$ cat config.mk
export PLATFORM = sky130hd
export DESIGN_NAME = canfd_len_pack
export DESIGN_NICKNAME = d
export VERILOG_FILES = /design/src/rtl/canfd_len_pack.sv
export SDC_FILE = /design/constraint.sdc
export NUM_CORES = 1
export LEC_CHECK = 0
export BUFFER_PORTS_ARGS = -buffer_cell sky130_fd_sc_hd__buf_2
export CORE_UTILIZATION = 55
export CTS_BUF_LIST = sky130_fd_sc_hd__clkbuf_2
export CTS_CLUSTER_SIZE = 40
export DETAILED_ROUTE_END_ITERATION = 6
export PLACE_DENSITY = 0.93
export SYNTH_ARGS = -nofsm -noshare
export SYNTH_HDL_FRONTEND = slang
export SYNTH_SLANG_ARGS = --single-unit
$ cat constraint.sdc
create_clock -name clk -period 3.5 [get_ports clk]
set_clock_uncertainty 0.05 [all_clocks]
set_input_delay 0.875 -clock clk [delete_from_list [all_inputs] [get_ports clk]]
set_output_delay 0.875 -clock clk [all_outputs]
set_load 0.05 [all_outputs]
$ cat src/rtl/canfd_len_pack.sv
module canfd_len_pack #(
  parameter int LEN_W = 8,
  parameter int DW    = 8
) (
  input  logic             clk,
  input  logic             rst_n,
  input  logic             len_valid,
  output logic             len_ready,
  input  logic [LEN_W-1:0] len_in,
  input  logic [DW-1:0]    fill_in,
  input  logic             brs_in,
  input  logic             esi_in,
  input  logic             in_valid,
  output logic             in_ready,
  input  logic [DW-1:0]    in_data,
  output logic             out_valid,
  input  logic             out_ready,
  output logic [DW-1:0]    out_data,
  output logic             out_last,
  output logic             desc_valid,
  output logic [3:0]       desc_dlc,
  output logic             desc_crc21,
  output logic             desc_rrs,
  output logic             desc_fdf,
  output logic             desc_brs,
  output logic             desc_esi,
  output logic             len_err
);
  localparam int MAXB = 64;
  localparam int CW   = $clog2(MAXB + 1);

  function automatic logic [3:0] code_of(input logic [CW-1:0] n);
    if (n <= CW'(8))       return n[3:0];
    else if (n <= CW'(12)) return 4'd9;
    else if (n <= CW'(16)) return 4'd10;
    else if (n <= CW'(20)) return 4'd11;
    else if (n <= CW'(24)) return 4'd12;
    else if (n <= CW'(32)) return 4'd13;
    else if (n <= CW'(48)) return 4'd14;
    else                   return 4'd15;
  endfunction

  function automatic logic [CW-1:0] bytes_of(input logic [3:0] c);
    case (c)
      4'd9:    return CW'(12);
      4'd10:   return CW'(16);
      4'd11:   return CW'(20);
      4'd12:   return CW'(24);
      4'd13:   return CW'(32);
      4'd14:   return CW'(48);
      4'd15:   return CW'(64);
      default: return CW'(c);
    endcase
  endfunction

  logic          busy;
  logic [CW-1:0] plen, total, cnt;
  logic [3:0]    code_q;
  logic [DW-1:0] fill_q;
  logic          brs_q, esi_q, err_q;

  wire           over     = len_in > LEN_W'(MAXB);
  wire [CW-1:0]  req      = over ? CW'(MAXB) : len_in[CW-1:0];
  wire [3:0]     req_code = code_of(req);
  wire           len_fire = len_valid && !busy;
  wire           in_pay   = cnt < plen;
  wire           out_fire = out_valid && out_ready;

  assign len_ready  = !busy;
  assign out_valid  = busy && (in_pay ? in_valid : (total != '0));
  assign in_ready   = busy && in_pay && out_ready;
  assign out_data   = in_pay ? in_data : fill_q;
  assign out_last   = busy && (cnt + CW'(1) == total);
  assign desc_valid = busy;
  assign desc_dlc   = code_q;
  assign desc_crc21 = total > CW'(16);
  assign desc_rrs   = 1'b0;
  assign desc_fdf   = 1'b1;
  assign desc_brs   = brs_q;
  assign desc_esi   = esi_q;
  assign len_err    = err_q;

  always_ff @(posedge clk) begin
    if (!rst_n) begin
      busy   <= 1'b0;
      plen   <= '0;
      total  <= '0;
      cnt    <= '0;
      code_q <= '0;
      fill_q <= '0;
      brs_q  <= 1'b0;
      esi_q  <= 1'b0;
      err_q  <= 1'b0;
    end else if (len_fire) begin
      busy   <= 1'b1;
      plen   <= req;
      total  <= bytes_of(req_code);
      code_q <= req_code;
      cnt    <= '0;
      fill_q <= fill_in;
      brs_q  <= brs_in;
      esi_q  <= esi_in;
      if (over) err_q <= 1'b1;
    end else if (busy) begin
      if (total == '0) begin
        busy <= 1'b0;
      end else if (out_fire) begin
        if (out_last) begin
          busy <= 1'b0;
          cnt  <= '0;
        end else begin
          cnt <= cnt + CW'(1);
        end
      end
    end
  end

  a_r4_last_ends_frame: assert property (@(posedge clk) disable iff (!rst_n)
    (out_valid && out_ready && out_last) |=> !desc_valid);

  a_r5_crc_width: assert property (@(posedge clk) disable iff (!rst_n)
    desc_valid |-> (desc_crc21 == (desc_dlc > 4'd10)));

  a_r6_fixed_flags: assert property (@(posedge clk) disable iff (!rst_n)
    desc_valid |-> (!desc_rrs && desc_fdf));

  a_r8_err_sticky: assert property (@(posedge clk) disable iff (!rst_n)
    len_err |=> len_err);

  a_r9_desc_stable: assert property (@(posedge clk) disable iff (!rst_n)
    (desc_valid && $past(desc_valid)) |->
      $stable({desc_dlc, desc_crc21, desc_brs, desc_esi}));

  a_r3_no_take_without_out: assert property (@(posedge clk) disable iff (!rst_n)
    in_ready |-> (out_ready && out_valid == in_valid && out_data == in_data));
endmodule

* Word-level counts from Yosys, hierarchy flattened
Index checks and enable logic that the tools add are counted.
Cells by class: bitwise operators 2, divide/modulo/power cells 0, muxes and demuxes 17, order comparisons 10, reduce and logical (&&, ||, !) cells 12, shift-type cells 0, eq/ne operators 8, $add $sub $neg 1, $mul 0
Operators with widths (number):
- $pmux W7 S7 | 1
- $eq A4 B4 Y1 const B | 7
- $le A7 B5 Y1 const B | 3
- $le A7 B4 Y1 const B | 2
- $le A7 B6 Y1 const B | 2
- $mux W7 | 2
- $mux W3 | 3
- $gt A8 B7 Y1 const B | 1
- $mux W8 | 1
- $add A7 B1 Y7 const B | 1
- $eq A7 B7 Y1 | 1
- $gt A7 B5 Y1 const B | 1
- $logic_not A7 Y1 | 1
- $lt A7 B7 Y1 | 1
- $mux W1 | 7
- $reduce_bool A7 Y1 | 1
- $logic_and A1 B1 Y1 | 6
- $mux W2 | 2
- $mux W4 | 1
- $reduce_and A3 Y1 | 1
- $not A1 Y1 | 2
- $reduce_and A2 Y1 | 1
- $reduce_or A2 Y1 | 1
- $logic_not A1 Y1 | 1
Word-level totals: memory bits (writable) 0, memories kept 0, logic and storage cells 59, latch bits 0, input bits 31, bits in read-only memories 0, register bits 37

* Logic depth before layout (Yosys ltp)
word-level depth 12, mapped depth 8, gate-level depth less buffers 8

* Worst setup path before layout
Ideal clock, no wire load.
kind flip-flop to output port, from reg busy (netlist: desc_valid), to out out_last, required time 2575 ps, data arrival time 2434 ps, setup slack 141 ps, stages on the path, launching flop included 4, cells stage by stage dfxtp_1 -> inv_1 -> or4_4 -> nor4_4
On the way: word-level cells in the longest chain between the ends 1
Ends and longest elaborated chain:
- from (decl) | line 56 | logic busy;
- from (signal assigned) | line 85 | busy <= 1'b0;
- from (signal assigned) | line 95 | busy <= 1'b1;
- from (signal assigned) | line 106 | busy <= 1'b0;
- $logic_and A1 B1 Y1 | line 73 | assign out_last = busy && (cnt + CW'(1) == total);
- to (decl) | line 19 | output logic out_last,
Every way passes these cells.

* Worst setup path in the final report
from reg cnt[0], to out out_last
On the way: word-level cells in the longest chain between the ends 3
Ends and longest elaborated chain:
- from (decl) | line 57 | logic [CW-1:0] plen, total, cnt;
- from (signal assigned) | line 112 | cnt <= cnt + CW'(1);
- $add A7 B1 Y7 | line 73
- $eq A7 B7 Y1 | line 73
- $logic_and A1 B1 Y1 | line 73
Every way passes these cells.

==> qor.yml <==
fin_crit_ns: 3.30
final_layout_size_suffix_gt1_share_pct: 23.5
floorplan.die.width_um: 65.6
worst_slew_pin_slew_ns: 0.720
hold_path.startpoint: "plen[2]$_SDFFE_PN0P_"
dp_hpwl_mm: 3.95
placementRows: 22
leakagePower_nw: 1.20
detailedRoute.firstIterationViolations: 185
numPortBuffers: 51
worst_path_dominant_cell_family: "simple AND/OR/NAND/NOR gates"
crit_path_end_kind: "primary output"
worst_setup_path_start_kind: "register"
layout.nets: 369
outcome: "complete, no violations"
setup_viol_count_final: 0
total_global_route_track_usage_pct: 26.9
synthMostInstantiatedCell: "sky130_fd_sc_hd__nand2_1"
initial_utilization_pct: 59.0
reg2regPathDepth: 8
r2r-start: "cnt[0]$_SDFFE_PP0P_"
crit_path_max_fanout: 7
synth.ff_latch_count: 37
clk_pin_slew_worst_paths_ns: 0.21
synth-compound-area-share_pct: 24.6
synth.net_count: 323
placedCellCount: 372
clkLatencyLatePin_ns: 0.40
sequentialPowerShare_pct: 43.8
globalRoute.totalOverflow: 0
chipHeight_um: 65.6
ir_drop_v: 0.000331
post_synth_edffs: 0
routabilityCongestion: 0.938
syn_area_mm2: 0.00222
pin_count_of_the_biggest_net_entering_global_routing: 30
synth-adder-area-share_pct: 4.39
criticalPathCategory: "reg -> out"
commonest_cells_in_the_synthesized_netlist: "sky130_fd_sc_hd__nand2_1 (66), sky130_fd_sc_hd__dfxtp_1 (37), sky130_fd_sc_hd__nor2_1 (17)"
p_clk_share_pct: 26.3
numCtsBuffers: 5
grt_antenna_before_repair: 0
drv.max_cap_violation_count: 0
power.switching_fraction_pct: 37.6
yosysWarningCount: 0
routedWlPerCell_um: 14.1
internal_cell_power_uw: 657
diode_count: 0
firstDrtPassIters: 4
critical_path.reg2reg.endpoint: "cnt[0]$_SDFFE_PP0P_"
synth_simple_gate_area_share_pct: 27.2
num_io_pins: 54
timing_max_transition_violations_final: 0
stdcell_area_mm2: 0.00258
tritoncts: "done"
timing.slew.headroom_pct: 52.0
total_switching_power_uw: 396
min_delay_worst_endpoint: "plen[2]$_SDFFE_PN0P_"
setup-tns-final_ns: 0
area_growth_syn_to_layout_pct: 16.0
dr_total_vias: 2150
critical-path-max-stage-delay_ns: 0.49
syn_area_per_cell_um2: 7.80
power.density_mw_per_mm2: 408
power.share.combinational_pct: 29.9
synth_top_area_share_pct: 33.3
worstPathArrival_ns: 2.38
timing.fmax_ghz: 0.303
drc: 0
fin_cells: 380
synthCells: 285
detail-route-antenna-nets: 0
synthMuxAreaShare_pct: 1.01
clock_sink_count: 37
cts_setup_buffers: 0
root_buffer: "sky130_fd_sc_hd__clkbuf_2"
rsz0062_at_grt: "false"
synth_top_cells_by_area: "sky130_fd_sc_hd__dfxtp_1 (33%), sky130_fd_sc_hd__nand2_1 (11%), sky130_fd_sc_hd__a21boi_0 (4.7%)"
final_hold_viol_count: 0
coreArea_mm2: 0.00377
critical_path.slowest_cell: "sky130_fd_sc_hd__dfxtp_1"
proportion_of_register_bits_with_asynchronous_set_or_reset_after_synthesis_pct: 0
clock_tree.htree_level_count: 2
clock_tree.buffer_depth: 2
synth_sequential_area_ratio_pct: 33.3
die_area_mm2: 0.00430
yosys.area_share.xor_xnor_pct: 4.33
viasPerCell: 5.66
critPathBufInv: 1
setup.reg_to_reg.worst_slack_ns: 0.86
combinational_family_with_the_most_area_after_synthesis: "simple AND/OR/NAND/NOR gates"
cp_cell_sequence: "ha_1 -> and3_2 -> nand3_1 -> xnor2_1 -> nor4_4 -> clkbuf_4"
routed_wl_mm: 5.34
yosysUniqueCellTypes: 53
synth_flop_cell: "sky130_fd_sc_hd__dfxtp_1"
cp_data_required_time_ns: 2.57
hold_path_depth: 2
first_pass_grt_wire_length_mm: 8.96
first_global_vias: 2009
hold_path_class: "reg -> reg"
placed_cell_area_mm2: 0.00250
top_cell_type_by_total_area_after_synthesis: "sky130_fd_sc_hd__dfxtp_1"
layout_worst_path_cycle_share_pct: 94.4
## cells in the final DEF (no fill, tap or decap), types with 3 or more instances in the layout
cell type,count
sky130_fd_sc_hd__a21boi_0,14
sky130_fd_sc_hd__o211a_1,4
sky130_fd_sc_hd__nand2b_1,3
sky130_fd_sc_hd__o31ai_1,4
sky130_fd_sc_hd__o21ai_1,4
sky130_fd_sc_hd__clkbuf_2,5
sky130_fd_sc_hd__xor2_1,5
sky130_fd_sc_hd__dfxtp_1,37
sky130_fd_sc_hd__buf_4,4
sky130_fd_sc_hd__nand2_1,66
sky130_fd_sc_hd__xnor2_1,6
sky130_fd_sc_hd__o21a_1,4
sky130_fd_sc_hd__ha_1,7
sky130_fd_sc_hd__a22o_1,6
sky130_fd_sc_hd__nor3_1,7
sky130_fd_sc_hd__a221oi_1,3
sky130_fd_sc_hd__nor2_1,17
sky130_fd_sc_hd__o21ai_0,10
sky130_fd_sc_hd__nand3_1,6
sky130_fd_sc_hd__a21oi_1,11
sky130_fd_sc_hd__inv_1,9
sky130_fd_sc_hd__and3_1,3
sky130_fd_sc_hd__nor2b_1,7
sky130_fd_sc_hd__buf_2,50
## sequential cells by signal, indices dropped and copies added, names as in the netlist
register and count:
desc_valid 1, desc_dlc 4, desc_esi 1, plen 7, desc_brs 1, total 7
cnt 7, fill_q 8, len_err 1
## kinds of logic after synthesis
group	count (synthesis)
flip-flops	37
multiplexers	2
buffers and inverters	26
AND/OR/NAND/NOR	124
other	2
XOR/XNOR	11
AO/OA/AOI/OAI	75
adder cells (fa/ha/maj)	8
## per-layer routing
metal	share of wire, %	wire (um)	up-vias	global-route usage (%)
met5	0	0	-	0
met4	2.0	109	0	11.7
met3	4.4	233	11	4.69
met2	48	2540	66	44.5
met1	46	2460	986	34.0
li1	-	-	1087	-
## tightest hold or removal path: stages, from the launching register on
cell and delay (ns):
sky130_fd_sc_hd__dfxtp_1 0.35, sky130_fd_sc_hd__nand2_1 0.05, sky130_fd_sc_hd__a21boi_0 0.06
## how the worst max path moves through the flow
stage | start | endpoint | slack, ns | cells past startpoint
6_report | cnt[0]$_SDFFE_PP0P_ | out_last | 0.20 | 6
5_1_grt | cnt[0]$_SDFFE_PP0P_ | out_last | 0.02 | 6
4_1_cts | cnt[2]$_SDFFE_PP0P_ | out_valid | 0.09 | 7
3_5_place_dp | cnt[2]$_SDFFE_PP0P_ | out_valid | 0.44 | 7
3_3_place_gp | cnt[2]$_SDFFE_PP0P_ | out_valid | 0.61 | 7
2_1_floorplan | desc_valid$_SDFF_PN0_ | out_last | 0.14 | 3
## through the flow
step	power, mW	utilization [%]	hold WS (ns)	setup WS (ns)
final	1.05	68.4	0.426	0.197
after global routing	1.10	68.4	0.453	0.0179
after CTS	1.05	68.2	0.428	0.0866
after detailed placement	0.782	66.3	0.404	0.441
after global placement	0.774	66.3	0.395	0.613
after floorplan	0.702	-	0.391	0.141
## area by class of cell
type / count / area, um^2
timing repair buffer: 55 / 288
inverter: 10 / 37.5
sequential: 37 / 741
fill: 313 / 1190
multi-input combinational: 222 / 1380
clock buffer: 5 / 25.0
tap: 48 / 60.1
clock inverter: 3 / 46.3
## power by group through the flow
stage | logic [mW] | registers, mW | clock network, mW
global route | 0.341 | 0.464 | 0.299
floorplan | 0.207 | 0.494 | 0
finish | 0.315 | 0.462 | 0.277
detailed placement | 0.312 | 0.470 | 0
global placement | 0.306 | 0.469 | 0
CTS | 0.314 | 0.461 | 0.279
## timing repair
| item | 4_1_cts | 5_1_grt |
|---|---|---|
| hold buffers | 0 | 0 |
| gates resized for setup | 1 | 3 |
| setup endpoints to repair | 2 | 11 |
| gates cloned | 0 | 0 |
| pin swaps | 0 | 0 |
Power figures use the tool's default switching activity.
